--- src/rtl/tdec_pkg.sv ---
package tdec_pkg;
    // Output code width; the input word holds 2**CODE_W - 1 comparator bits.
    localparam int unsigned CODE_W  = 6;
    localparam int unsigned THERM_W = (1 << CODE_W) - 1;

    // Fixed reduction schedule for 63 inputs: triples handled per weight and level.
    localparam int unsigned L1_TRI  = THERM_W / 3;       // 21
    localparam int unsigned L2_TRI  = L1_TRI / 3;        // 7

    // Widths of the carry-save snapshots held in each register stage.
    localparam int unsigned S1_W0 = L2_TRI;              // weight 1
    localparam int unsigned S1_W1 = 2 * L2_TRI;          // weight 2
    localparam int unsigned S1_W2 = L2_TRI;              // weight 4
    localparam int unsigned S1_W  = S1_W0 + S1_W1 + S1_W2;

    localparam int unsigned S2_W0 = 1;
    localparam int unsigned S2_W1 = 5;
    localparam int unsigned S2_W2 = 5;
    localparam int unsigned S2_W3 = 4;
    localparam int unsigned S2_W  = S2_W0 + S2_W1 + S2_W2 + S2_W3;

    localparam int unsigned S3_W0 = 1;
    localparam int unsigned S3_W1 = 1;
    localparam int unsigned S3_W2 = 3;
    localparam int unsigned S3_W3 = 2;
    localparam int unsigned S3_W4 = 2;
    localparam int unsigned S3_W  = S3_W0 + S3_W1 + S3_W2 + S3_W3 + S3_W4;

    // Number of register stages from input to output.
    localparam int unsigned LATENCY = 4;
endpackage

--- src/rtl/fa_cell.sv ---
module fa_cell (
    input  logic a,
    input  logic b,
    input  logic c,
    output logic s,
    output logic co
);
    logic ab_x;

    assign ab_x = a ^ b;
    assign s    = ab_x ^ c;
    assign co   = (a & b) | (c & ab_x);
endmodule

--- src/rtl/csa_row.sv ---
module csa_row #(
    parameter int unsigned TRI = 1
) (
    input  logic [3*TRI-1:0] bits,
    output logic [TRI-1:0]   sum,
    output logic [TRI-1:0]   carry
);
    for (genvar g = 0; g < TRI; g++) begin : g_fa
        fa_cell u_fa (
            .a  (bits[3*g]),
            .b  (bits[3*g+1]),
            .c  (bits[3*g+2]),
            .s  (sum[g]),
            .co (carry[g])
        );
    end
endmodule

--- src/rtl/pipe_stage.sv ---
module pipe_stage #(
    parameter int unsigned W = 8
) (
    input  logic         clk,
    input  logic         rst_n,
    input  logic         in_vld,
    input  logic [W-1:0] in_data,
    output logic         out_vld,
    output logic [W-1:0] out_data
);
    always_ff @(posedge clk or negedge rst_n) begin
        if (!rst_n) begin
            out_vld  <= 1'b0;
            out_data <= '0;
        end else begin
            out_vld <= in_vld;
            if (in_vld) begin
                out_data <= in_data;
            end
        end
    end
endmodule

--- src/rtl/therm_ones_decoder.sv ---
module therm_ones_decoder
    import tdec_pkg::*;
(
    input  logic                clk,
    input  logic                rst_n,
    input  logic [THERM_W-1:0]  therm_in,
    input  logic                therm_vld,
    output logic [CODE_W-1:0]   count_out,
    output logic                count_vld
);
    // ---------------- levels 1 and 2 (combinational from the input) ----------
    logic [L1_TRI-1:0] l1_w0, l1_w1;
    logic [L2_TRI-1:0] l2_s0, l2_c0, l2_s1, l2_c1;

    csa_row #(.TRI(L1_TRI)) u_l1_w0 (.bits(therm_in), .sum(l1_w0), .carry(l1_w1));
    csa_row #(.TRI(L2_TRI)) u_l2_w0 (.bits(l1_w0),    .sum(l2_s0), .carry(l2_c0));
    csa_row #(.TRI(L2_TRI)) u_l2_w1 (.bits(l1_w1),    .sum(l2_s1), .carry(l2_c1));

    // Stage 1 layout, low to high: weight1[7], weight2[14], weight4[7].
    logic            s1_vld;
    logic [S1_W-1:0] s1_q;

    pipe_stage #(.W(S1_W)) u_stage1 (
        .clk      (clk),
        .rst_n    (rst_n),
        .in_vld   (therm_vld),
        .in_data  ({l2_c1, l2_c0, l2_s1, l2_s0}),
        .out_vld  (s1_vld),
        .out_data (s1_q)
    );

    logic [S1_W0-1:0] s1_w0;
    logic [S1_W1-1:0] s1_w1;
    logic [S1_W2-1:0] s1_w2;

    assign s1_w0 = s1_q[S1_W0-1:0];
    assign s1_w1 = s1_q[S1_W0+S1_W1-1:S1_W0];
    assign s1_w2 = s1_q[S1_W-1:S1_W0+S1_W1];

    // ---------------- levels 3 and 4 --------------------------------------
    logic [1:0] l3_s0, l3_c0, l3_s2, l3_c2;
    logic [3:0] l3_s1, l3_c1;

    csa_row #(.TRI(2)) u_l3_w0 (.bits(s1_w0[5:0]),  .sum(l3_s0), .carry(l3_c0));
    csa_row #(.TRI(4)) u_l3_w1 (.bits(s1_w1[11:0]), .sum(l3_s1), .carry(l3_c1));
    csa_row #(.TRI(2)) u_l3_w2 (.bits(s1_w2[5:0]),  .sum(l3_s2), .carry(l3_c2));

    logic [2:0] l3w0;
    logic [7:0] l3w1;
    logic [6:0] l3w2;
    logic [1:0] l3w3;

    assign l3w0 = {s1_w0[6], l3_s0};
    assign l3w1 = {l3_c0, s1_w1[13:12], l3_s1};
    assign l3w2 = {l3_c1, s1_w2[6], l3_s2};
    assign l3w3 = l3_c2;

    logic       l4_s0, l4_c0;
    logic [1:0] l4_s1, l4_c1, l4_s2, l4_c2;

    csa_row #(.TRI(1)) u_l4_w0 (.bits(l3w0),      .sum(l4_s0), .carry(l4_c0));
    csa_row #(.TRI(2)) u_l4_w1 (.bits(l3w1[5:0]), .sum(l4_s1), .carry(l4_c1));
    csa_row #(.TRI(2)) u_l4_w2 (.bits(l3w2[5:0]), .sum(l4_s2), .carry(l4_c2));

    logic [S2_W0-1:0] l4w0;
    logic [S2_W1-1:0] l4w1;
    logic [S2_W2-1:0] l4w2;
    logic [S2_W3-1:0] l4w3;

    assign l4w0 = l4_s0;
    assign l4w1 = {l4_c0, l3w1[7:6], l4_s1};
    assign l4w2 = {l4_c1, l3w2[6], l4_s2};
    assign l4w3 = {l4_c2, l3w3};

    // Stage 2 layout, low to high: weight1[1], weight2[5], weight4[5], weight8[4].
    logic            s2_vld;
    logic [S2_W-1:0] s2_q;

    pipe_stage #(.W(S2_W)) u_stage2 (
        .clk      (clk),
        .rst_n    (rst_n),
        .in_vld   (s1_vld),
        .in_data  ({l4w3, l4w2, l4w1, l4w0}),
        .out_vld  (s2_vld),
        .out_data (s2_q)
    );

    logic             s2w0;
    logic [S2_W1-1:0] s2w1;
    logic [S2_W2-1:0] s2w2;
    logic [S2_W3-1:0] s2w3;

    assign s2w0 = s2_q[0];
    assign s2w1 = s2_q[S2_W0+S2_W1-1:S2_W0];
    assign s2w2 = s2_q[S2_W0+S2_W1+S2_W2-1:S2_W0+S2_W1];
    assign s2w3 = s2_q[S2_W-1:S2_W0+S2_W1+S2_W2];

    // ---------------- levels 5 and 6 --------------------------------------
    logic l5_s1, l5_c1, l5_s2, l5_c2, l5_s3, l5_c3;

    csa_row #(.TRI(1)) u_l5_w1 (.bits(s2w1[2:0]), .sum(l5_s1), .carry(l5_c1));
    csa_row #(.TRI(1)) u_l5_w2 (.bits(s2w2[2:0]), .sum(l5_s2), .carry(l5_c2));
    csa_row #(.TRI(1)) u_l5_w3 (.bits(s2w3[2:0]), .sum(l5_s3), .carry(l5_c3));

    logic [2:0] l5w1;
    logic [3:0] l5w2;
    logic [2:0] l5w3;

    assign l5w1 = {s2w1[4:3], l5_s1};
    assign l5w2 = {l5_c1, s2w2[4:3], l5_s2};
    assign l5w3 = {l5_c2, s2w3[3], l5_s3};

    logic l6_s1, l6_c1, l6_s2, l6_c2, l6_s3, l6_c3;

    csa_row #(.TRI(1)) u_l6_w1 (.bits(l5w1),      .sum(l6_s1), .carry(l6_c1));
    csa_row #(.TRI(1)) u_l6_w2 (.bits(l5w2[2:0]), .sum(l6_s2), .carry(l6_c2));
    csa_row #(.TRI(1)) u_l6_w3 (.bits(l5w3),      .sum(l6_s3), .carry(l6_c3));

    // Stage 3 layout, low to high: weight1[1], weight2[1], weight4[3], weight8[2], weight16[2].
    logic            s3_vld;
    logic [S3_W-1:0] s3_q;

    pipe_stage #(.W(S3_W)) u_stage3 (
        .clk      (clk),
        .rst_n    (rst_n),
        .in_vld   (s2_vld),
        .in_data  ({l5_c3, l6_c3, l6_s3, l6_c2, l6_c1, l5w2[3], l6_s2, l6_s1, s2w0}),
        .out_vld  (s3_vld),
        .out_data (s3_q)
    );

    // ---------------- final carry-propagate merge -------------------------
    logic r2, r3, r4, r5, k3, k4;

    fa_cell u_cpa2 (.a(s3_q[2]), .b(s3_q[3]), .c(s3_q[4]), .s(r2), .co(k3));
    fa_cell u_cpa3 (.a(s3_q[5]), .b(s3_q[6]), .c(k3),      .s(r3), .co(k4));
    fa_cell u_cpa4 (.a(s3_q[7]), .b(s3_q[8]), .c(k4),      .s(r4), .co(r5));

    pipe_stage #(.W(CODE_W)) u_stage_out (
        .clk      (clk),
        .rst_n    (rst_n),
        .in_vld   (s3_vld),
        .in_data  ({r5, r4, r3, r2, s3_q[1], s3_q[0]}),
        .out_vld  (count_vld),
        .out_data (count_out)
    );
endmodule

--- config.mk ---
export PLATFORM = sky130hd
export DESIGN_NAME = therm_ones_decoder
export DESIGN_NICKNAME = d
export VERILOG_FILES = /design/src/rtl/tdec_pkg.sv /design/src/rtl/fa_cell.sv /design/src/rtl/csa_row.sv /design/src/rtl/pipe_stage.sv /design/src/rtl/therm_ones_decoder.sv
export SDC_FILE = /design/constraint.sdc
export NUM_CORES = 1
export LEC_CHECK = 0
export ABC_CLOCK_PERIOD_IN_PS = 2220
export BUFFER_PORTS_ARGS = -buffer_cell sky130_fd_sc_hd__buf_2
export CORE_AREA = 2 2 89 91
export DETAILED_ROUTE_END_ITERATION = 6
export DIE_AREA = 0 0 91 93
export PLACE_DENSITY = 0.75
export SYNTH_ARGS = -nofsm -noshare
export SYNTH_HDL_FRONTEND = slang
export SYNTH_HIERARCHICAL = 1
export SYNTH_SLANG_ARGS = --single-unit
--- constraint.sdc ---
create_clock -name clk -period 2.22 [get_ports clk]
set_clock_uncertainty 0.15 [all_clocks]
set_input_delay 0.444 -clock clk [delete_from_list [all_inputs] [get_ports clk]]
set_output_delay 0.444 -clock clk [all_outputs]
set_load 0.01 [all_outputs]
* After elaboration in Yosys (flattened, before gate mapping)
Cells that the tools add are included.
Word-level totals: bits in registers 62, input bits 66, output and inout port bits 7
Cells by class: bitwise operators 285
Operator list (count):
- $and 1x1->1 | 114
- $xor 1x1->1 | 114
- $or 1x1->1 | 57

* Longest topological paths before layout
Gate-level depths: netlist of the first run.
depth after elaboration 7, gate-level depth with buffers 4, gate-level depth less buffers 4

* Modules after synthesis
The synthesis of the first run kept the hierarchy.
Modules (own cells, without submodules):
- pipe_stage (u_stage1) | instances 1, cells an instance 60, area an instance 1167.4 um^2, sequential area each 725.7 um^2
- fa_cell | instances 57, cells an instance 1, area an instance 20.0 um^2, sequential area each 0.0 um^2
- pipe_stage (u_stage2) | instances 1, cells an instance 33, area an instance 638.1 um^2, sequential area each 400.4 um^2
- pipe_stage (u_stage3) | instances 1, cells an instance 20, area an instance 396.6 um^2, sequential area each 250.2 um^2
- pipe_stage (u_stage_out) | instances 1, cells an instance 14, area an instance 276.5 um^2, sequential area each 175.2 um^2

* Least setup slack after synthesis of the first run
OpenSTA, ideal clock, no wires.
path type register -> register, start reg u_stage3.out_data[2], end reg u_stage_out.out_data[4], library setup time 125 ps, data arrival time 1859 ps, required time 1945 ps, setup slack 86 ps, stages on the path, launching flop included 5, path buffers 0, period minus slack after synthesis 2134 ps, path through dfrtp_1 fa_1 fa_1 fa_1 mux2_4
Between the ends: cells in the longest elaborated chain, start to end 6, elaborated cells on any way between the ends 7, those cells by class bitwise (7)
Ends and longest elaborated chain:
- start, declared | line pipe_stage.sv:9 | output logic [W-1:0] out_data
- start signal, assigned | line pipe_stage.sv:18 | out_data <= in_data;
- $xor 1x1->1 | line fa_cell.sv:10 | assign ab_x = a ^ b;
- $and 1x1->1 | line fa_cell.sv:12 | assign co = (a & b) | (c & ab_x);
- $or 1x1->1 (*) | line fa_cell.sv:12
- named net k3 | line therm_ones_decoder.sv:133 | logic r2, r3, r4, r5, k3, k4;
- $and 1x1->1 (*) | line fa_cell.sv:12
- $or 1x1->1 (*) | line fa_cell.sv:12
- named net k4 | line therm_ones_decoder.sv:133
- $xor 1x1->1 (*) | line fa_cell.sv:11 | assign s = ab_x ^ c;
- named net r4 | line therm_ones_decoder.sv:133
- end signal, assigned | line pipe_stage.sv:18
- end, declared | line pipe_stage.sv:9
Mark *: on every way through the listed nets, which the timed path passes. The rest lies on a longest branch. A chain may end at the register's enable or synchronous reset.

* Worst setup path in the final report of the first run
Ends and elaborated chain as after synthesis.

==> impl_summary.txt, run 1 <==
----------------------------------------------------
[Clock network]
  CTS tree ... yes
  H-tree lvl count ... 3
  CTS Buf Count ... 9
  Clock transition at the registers of the reported paths ... 0.07 ns
  Clock Sinks ... 62
  Max clock buf depth ... 2
  Number of buffers inserted to repair setup after CTS ... 0
  Worst-skew pair later-pin latency ... 0.33 ns
  Clk Tree Root Cell ... clkbuf_8

[Power]
  Part of the power in registers ... 39.5%
  Part of the total power dissipated in the clock network ... 18.7%
  Overall power ... 4.94 mW
  Total power per unit cell area ... 1170 nW/µm²
  Maximum resistive drop on vdd ... 482 µV
  Net switching power ... 1.53 mW
  Power share of the combinational group ... 41.8%
  Reported leakage power ... 1.97 nW
  Internal Pwr Total ... 3.42 mW
  Switching share of power ... 30.9%

[Logic synthesis]
  Mean cell area of the mapped netlist ... 19.7 µm²
  Cells after synthesis ... 184
  Synth Net Count ... 307
  Share of Yosys cell area claimed by the top area cell type ... 42.9%
  Largest area contributor in the synthesized netlist ... dfrtp_1
  Portion of the post-synthesis area used by sequential elements ... 42.9%
  Post-synthesis instance area ... 3620 µm²
  Flop and latch count out of synthesis ... 62
  Number of warnings issued by yosys ... 6
  Cells taking the most area after synthesis ... dfrtp_1, fa_1, mux2_4
  Number of different library cells in the post-synthesis netlist ... 6

[Timing]
  RSZ-0062 raised after global routing ... false
  Setup violation total in the final timing report ... 0
  Post-route worst hold slack ... 0.355 ns
  Setup TNS ... 0 ns
  Period minus WS final ... 2.14 ns
  Number of endpoints with negative hold slack in the final report ... 0
  F_max ... 467 MHz
  Count of final max-slew check failures ... 0
  Worst slew margin relative to its limit ... 64.3%
  Final Cycle Share ... 96.4%
  Worst Tran Pin Value ... 0.535 ns
  Post-layout worst setup margin ... 0.0791 ns

[Final layout]
  Multi-input combinational cell area ... 1970 µm²
  Final std cells w/o fill ... 373
  ANT cells ... 0
  Number of nets in the finished design ... 389
  Number of fill cells in the layout ... 613
  Sequential Area ... 1550 µm²
  Share of final-layout standard cells stronger than drive strength 1 ... 55.4%
  Area growth, synth to finish ... 17.0%

[Status]
  Outcome ... completed

[Detailed routing]
  Final routed wire length divided by cell count ... 15.2 µm
  Via density per instance ... 4.78
  Iteration count of the initial detailed-routing pass ... 4
  DRC violations left ... 0
  Antenna Violating Nets Remaining ... 0
  1st-iter DRT viols ... 58
  Total via count after detailed routing ... 1782
  Wire length reported by the detailed router ... 5.68 mm

[Hold path]
  Hold path startpoint ... u_stage_out/out_data[1]$_DFFE_PN0P_
  Hold-critical path depth ... 1
  Type of the most critical hold path ... register to register
  Worst Hold Endpoint ... u_stage_out/out_data[1]$_DFFE_PN0P_

[Critical path]
  R2R Path Start ... u_stage3/out_data[2]$_DFFE_PN0P_
  Critical R2R Capture ... u_stage_out/out_data[4]$_DFFE_PN0P_
  CP Class ... register to register
  Top fanout value on the critical path ... 2
  Critical Path AT ... 2.21 ns
  Critical path capture point type ... register
  Setup crit start kind ... register
  Required time of the worst setup path ... 2.29 ns
  Number of cells on the worst reg-to-reg path ... 4
  Reg2reg setup slack ... 0.08 ns

[Place]
  Number of input and output port buffers inserted ... 72
  Setup slack after placement ... 0.0145 ns
  Placed Cells incl. Taps ... 356
  Final weighted congestion in routability-driven placement ... 0.754
  Placed wire-length estimate ... 4.64 mm

[Floorplanning]
  Height of the chip ... 93 µm
  Core box area ... 7530 µm²
  Die width ... 91 µm
  Total Die Area ... 8460 µm²
  Std cell rows ... 32
  Initial Util ... 48.1%
  Number of I/O pins ... 73

[Global routing]
  Total overflow reported by the global router ... 0
  Maximum number of pins on one net before global-route repair ... 30
  GRT Util Overall ... 15.7%
  Number of global-route vias before repair ... 2081
  Number of antenna violations at the first check in global routing ... 0
  Wire length of the first global-routing pass ... 10.0 mm

[Flow run]
  Number of maximum-capacitance constraint violations ... 0

----------------------------------------------------
==> layout make-up <==
cell class	instances	area share, %
multi-input combinational	115	46.4
tap	102	3.01
timing repair buffer	78	9.63
sequential	62	36.6
clock inverter	5	1.18
clock buffer	11	3.10
==> state kept, by name, indices dropped and copies added (netlist names) <==
name,cells
u_stage1/out_data,28
u_stage2/out_data,15
u_stage3/out_data,9
u_stage_out/out_data,6
u_stage1/out_vld,1
u_stage2/out_vld,1
u_stage3/out_vld,1
u_stage_out/out_vld,1
==> routing by layer <==
layer	share of wire (%)	wire (µm)	global-route usage, %	up-vias
li1	-	-	-	778
met1	41	2350	20.2	951
met2	54	3050	26.4	45
met3	3.5	198	3.22	8
met4	1.5	85	6.44	0
met5	0	0	0	-
==> cells in the final DEF, fill, tap and decap left out <==
cell / count
buf_2: 72
dfrtp_1: 62
fa_1: 56
mux2_4: 45
mux2_2: 13
clkbuf_8: 9
buf_4: 5
clkinv_2: 4
clkbuf_1: 2
bufinv_16: 1
dlygate4sd3_1: 1
fa_2: 1
==> worst max-delay path, cell delays in order (launching register included) <==
cell and delay [ns]:
dfrtp_1 0.40, fa_2 0.39, fa_1 0.38, fa_1 0.44, mux2_4 0.27
==> cells in the mapped netlist (all sizes together) <==
library cell and instances:
dfrtp 62, mux2 58, fa 57, buf 7
==> timing repair <==
action,in CTS,in global routing
endpoints found under the setup margin,0,1
hold buffers,1,0
hold endpoints to repair,11,0
gates resized for setup,0,1
==> worst max-delay path by stage <==
| stage | startpoint | end | depth (start not counted) |
|---|---|---|---|
| 3_5_place_dp | u_stage3/out_data[2]$_DFFE_PN0P_ | u_stage_out/out_data[4]$_DFFE_PN0P_ | 4 |
| 4_1_cts | u_stage3/out_data[2]$_DFFE_PN0P_ | u_stage_out/out_data[4]$_DFFE_PN0P_ | 4 |
| 6_report | u_stage3/out_data[2]$_DFFE_PN0P_ | u_stage_out/out_data[4]$_DFFE_PN0P_ | 4 |
| 2_1_floorplan | u_stage3/out_data[2]$_DFFE_PN0P_ | u_stage_out/out_data[4]$_DFFE_PN0P_ | 4 |
| 3_3_place_gp | u_stage3/out_data[2]$_DFFE_PN0P_ | u_stage_out/out_data[4]$_DFFE_PN0P_ | 4 |
| 5_1_grt | u_stage3/out_data[2]$_DFFE_PN0P_ | u_stage_out/out_data[4]$_DFFE_PN0P_ | 4 |
==> kinds of logic (layout without fill, tap and decap cells) <==
logic type | after synthesis | count (layout) | synth area share, %
adders and majority gates | 57 | 57 | 31.5
buffers and inverters | 7 | 94 | 2.90
DFF | 62 | 62 | 42.9
muxes | 58 | 58 | 22.7
==> power by group through the flow <==
stage,Clock (mW),Combinational [mW],Sequential [mW]
2_1_floorplan,0,1.56,1.90
3_3_place_gp,0,1.98,1.97
3_5_place_dp,0,2.11,1.98
4_1_cts,0.945,2.12,1.97
5_1_grt,1.01,2.34,2.02
6_report,0.924,2.06,1.95
==> metrics by stage <==
step / cell area (µm²) / util [%]
after floorplan: 3620 / -
after global placement: 4040 / 53.7
after detailed placement: 4040 / 53.7
after CTS: 4230 / 56.2
after global routing: 4230 / 56.3
final: 4230 / 56.3
(Power assumes the default switching activity.)
==> run 2, diff against run 1 <==
Settings changed: CORE_AREA 2 2 89 91 to 2 2 87 89, CTS_BUF_LIST from default to sky130_fd_sc_hd__clkbuf_8, DIE_AREA 0 0 91 93 to 0 0 89 91, PLACE_DENSITY 0.75 to 0.78.
==> run 2 against run 1 <==
Die area fell by 4.3%. Final area rose by 0.15%. Register-to-register slack barely moved. Final cell count fell by 1.3%. Total power fell by 0.55%. Clock power fell by 3.5%. Maximum frequency rose by 0.15%.
==> impl_summary.txt, run 2 (synthesis results as in run 1) <==
----------------------------------------------------
[Status]
  Outcome ... completed (unchanged)

[Final layout]
  Registers with the highest flip-flop counts ... u_stage1/out_data (28), u_stage2/out_data (15), u_stage3/out_data (9) (unchanged)
  Flip-flop count of the largest register, all copies and words added ... 28 (unchanged)
  Number of fill cells in the layout ... 563 (was 613)
  Area growth, synth to finish ... 17.1% (was 17.0%)
  Most frequent cells in the layout ... buf_2, dfrtp_1, fa_1 (unchanged)
  Post-Layout Inst Area ... 4240 µm² (was 4230 µm²)
  Reg with most FFs ... u_stage1/out_data (unchanged)
  Sequential Area ... 1550 µm² (unchanged)
  Share of final-layout standard cells stronger than drive strength 1 ... 55.0% (was 55.4%)
  ANT cells ... 0 (unchanged)
  Multi-input combinational cell area ... 1970 µm² (unchanged)
  Most common library cell in the layout ignoring fill and taps ... buf_2 (unchanged)
  Number of nets in the finished design ... 388 (was 389)

[Hold path]
  Type of the most critical hold path ... register to register (unchanged)

[Critical path]
  Worst path top cell family by delay ... adder cells (unchanged)
  Required time of the worst setup path ... 2.28 ns (was 2.29 ns)
  Slowest stage delay, CP ... 0.44 ns (about the same)
  CP Class ... register to register (unchanged)
  Setup crit start kind ... register (unchanged)
  Critical Path AT ... 2.20 ns (was 2.21 ns)
  Top fanout value on the critical path ... 2 (unchanged)
  Slowest-stage cell, CP ... fa_1 (unchanged)
  Cells traversed along the worst timing path ... fa_1, fa_2, fa_1, mux2_4 (was fa_2, fa_1, fa_1, mux2_4)
  Reg2reg setup slack ... 0.08 ns (about the same)
  Sum of buffers and inverters on the critical path ... 0 (unchanged)
  Most common cell type on the critical path ... fa_1 (unchanged)
  Critical path capture point type ... register (unchanged)

[Clock network]
  CTS Buf Count ... 9 (unchanged)
  H-tree lvl count ... 3 (unchanged)
  Worst-skew pair later-pin latency ... 0.33 ns (about the same)
  Clock Sinks ... 62 (unchanged)
  Clock transition at the registers of the reported paths ... 0.06 ns (was 0.07 ns)
  Max clock buf depth ... 2 (unchanged)
  Clk Tree Root Cell ... clkbuf_8 (unchanged)
  CTS tree ... yes (unchanged)

[Floorplanning]
  Number of I/O pins ... 73 (unchanged)
  Total Die Area ... 8100 µm² (was 8460 µm²)
  Initial Util ... 50.7% (was 48.1%)
  Height of the chip ... 91 µm (was 93 µm)
  Die width ... 89 µm (was 91 µm)
  Std cell rows ... 31 (was 32)
  Core box area ... 7140 µm² (was 7530 µm²)

[Detailed routing]
  1st-iter DRT viols ... 51 (was 58)
  Total via count after detailed routing ... 1752 (was 1782)
  Wire length reported by the detailed router ... 5.40 mm (was 5.68 mm)
  Via density per instance ... 4.76 (was 4.78)
  Iteration count of the initial detailed-routing pass ... 3 (was 4)
  Final routed wire length divided by cell count ... 14.7 µm (was 15.2 µm)
  Antenna Violating Nets Remaining ... 0 (unchanged)
  DRC violations left ... 0 (unchanged)

[Timing]
  Setup violation total in the final timing report ... 0 (unchanged)
  Count of final max-slew check failures ... 0 (unchanged)
  Setup TNS ... 0 ns (unchanged)
  RSZ-0062 raised after global routing ... false (unchanged)
  Period minus WS final ... 2.14 ns (about the same)
  Worst Tran Pin Value ... 0.516 ns (was 0.535 ns)
  Worst slew margin relative to its limit ... 65.6% (was 64.3%)
  Number of endpoints with negative hold slack in the final report ... 0 (unchanged)
  F_max ... 468 MHz (was 467 MHz)
  Final Cycle Share ... 96.3% (was 96.4%)

[Global routing]
  Maximum number of pins on one net before global-route repair ... 63 (was 30)
  Wire length of the first global-routing pass ... 9.54 mm (was 10.0 mm)
  Number of global-route vias before repair ... 2075 (was 2081)
  Total overflow reported by the global router ... 0 (unchanged)
  Number of antenna violations at the first check in global routing ... 0 (unchanged)
  GRT Util Overall ... 15.9% (was 15.7%)

[Power]
  Maximum resistive drop on vdd ... 476 µV (was 482 µV)
  Part of the power in registers ... 39.7% (was 39.5%)
  Net switching power ... 1.48 mW (was 1.53 mW)
  Reported leakage power ... 1.98 nW (was 1.97 nW)
  Power share of the combinational group ... 42.2% (was 41.8%)
  Internal Pwr Total ... 3.43 mW (was 3.42 mW)
  Part of the total power dissipated in the clock network ... 18.2% (was 18.7%)
  Switching share of power ... 30.2% (was 30.9%)
  Total power per unit cell area ... 1160 nW/µm² (was 1170 nW/µm²)

[Place]
  Number of input and output port buffers inserted ... 72 (unchanged)
  Final weighted congestion in routability-driven placement ... 0.752 (was 0.754)
  Placed Area ... 4030 µm² (was 4040 µm²)
  Placed wire-length estimate ... 4.29 mm (was 4.64 mm)

[Flow run]
  Number of maximum-capacitance constraint violations ... 0 (unchanged)

----------------------------------------------------
-- run 2: changes by cell type in the layout (fill, tap and decap cells not counted) --
cell,previous run,this run
buf_12,0,1
buf_4,5,3
bufinv_16,1,0
clkbuf_1,2,0
clkbuf_8,9,13
clkinv_2,4,0
inv_1,0,2
-- run 2: metal layers --
layer | GRT usage, % | vias to the layer above | wire [µm]
li1 | - | 783 | -
met1 | 20.9 | 917 | 2300
met2 | 25.0 | 44 | 2790
met3 | 4.73 | 8 | 226
met4 | 5.85 | 0 | 89
met5 | 0 | - | 0
-- run 2: final cells by class --
cell class,instances,share of cell area (%)
flip-flops and latches,62,36.6
repair buffers,77,9.74
multi-input cells,115,46.4
clock buffers,13,4.22
well taps,99,2.92
clock inverters,2,0.177
-- run 2: final timing paths --
kind / cells after the start / endpoint / from
max: 4 / u_stage_out/out_data[4]$_DFFE_PN0P_ / u_stage3/out_data[2]$_DFFE_PN0P_
min: 1 / u_stage_out/out_data[2]$_DFFE_PN0P_ / u_stage_out/out_data[2]$_DFFE_PN0P_
max reg2reg: 4 / u_stage_out/out_data[4]$_DFFE_PN0P_ / u_stage3/out_data[2]$_DFFE_PN0P_
min reg2reg: 1 / u_stage_out/out_data[2]$_DFFE_PN0P_ / u_stage_out/out_data[2]$_DFFE_PN0P_
max in group asynchronous: 3 / u_stage1/out_data[25]$_DFFE_PN0P_ / rst_n
min in group asynchronous: 3 / u_stage_out/out_data[0]$_DFFE_PN0P_ / rst_n
-- run 2: through the flow --
stage | total power, mW | setup slack (ns) | hold slack [ns] | util (%) | instances
floorplan | 3.45 | 0.0857 | -0.00159 | - | 184
finish | 4.92 | 0.0823 | 0.354 | 59.4 | 368
CTS | 5.00 | 0.0315 | 0.360 | 59.3 | 367
global route | 5.36 | 0.00941 | 0.385 | 59.4 | 368
global placement | 3.94 | 0.0583 | 0.326 | 56.5 | 351
detailed placement | 4.08 | 0.0395 | 0.323 | 56.5 | 351
-- run 2: power by group through the flow --
stage / Sequential, mW / Combinational [mW] / Clock (mW)
after CTS: 1.96 / 2.11 / 0.927
final: 1.95 / 2.07 / 0.892
after floorplan: 1.90 / 1.56 / 0
after global placement: 1.96 / 1.98 / 0
after global routing: 2.02 / 2.36 / 0.984
after detailed placement: 1.98 / 2.10 / 0
-- run 2: what timing repair did --
action / in CTS / in global routing
setup buffers: 0 / 1
hold buffers: 1 / 0
endpoints found under the hold margin: 62 / 0
resized for setup: 0 / 1
endpoints found under the setup margin: 0 / 1
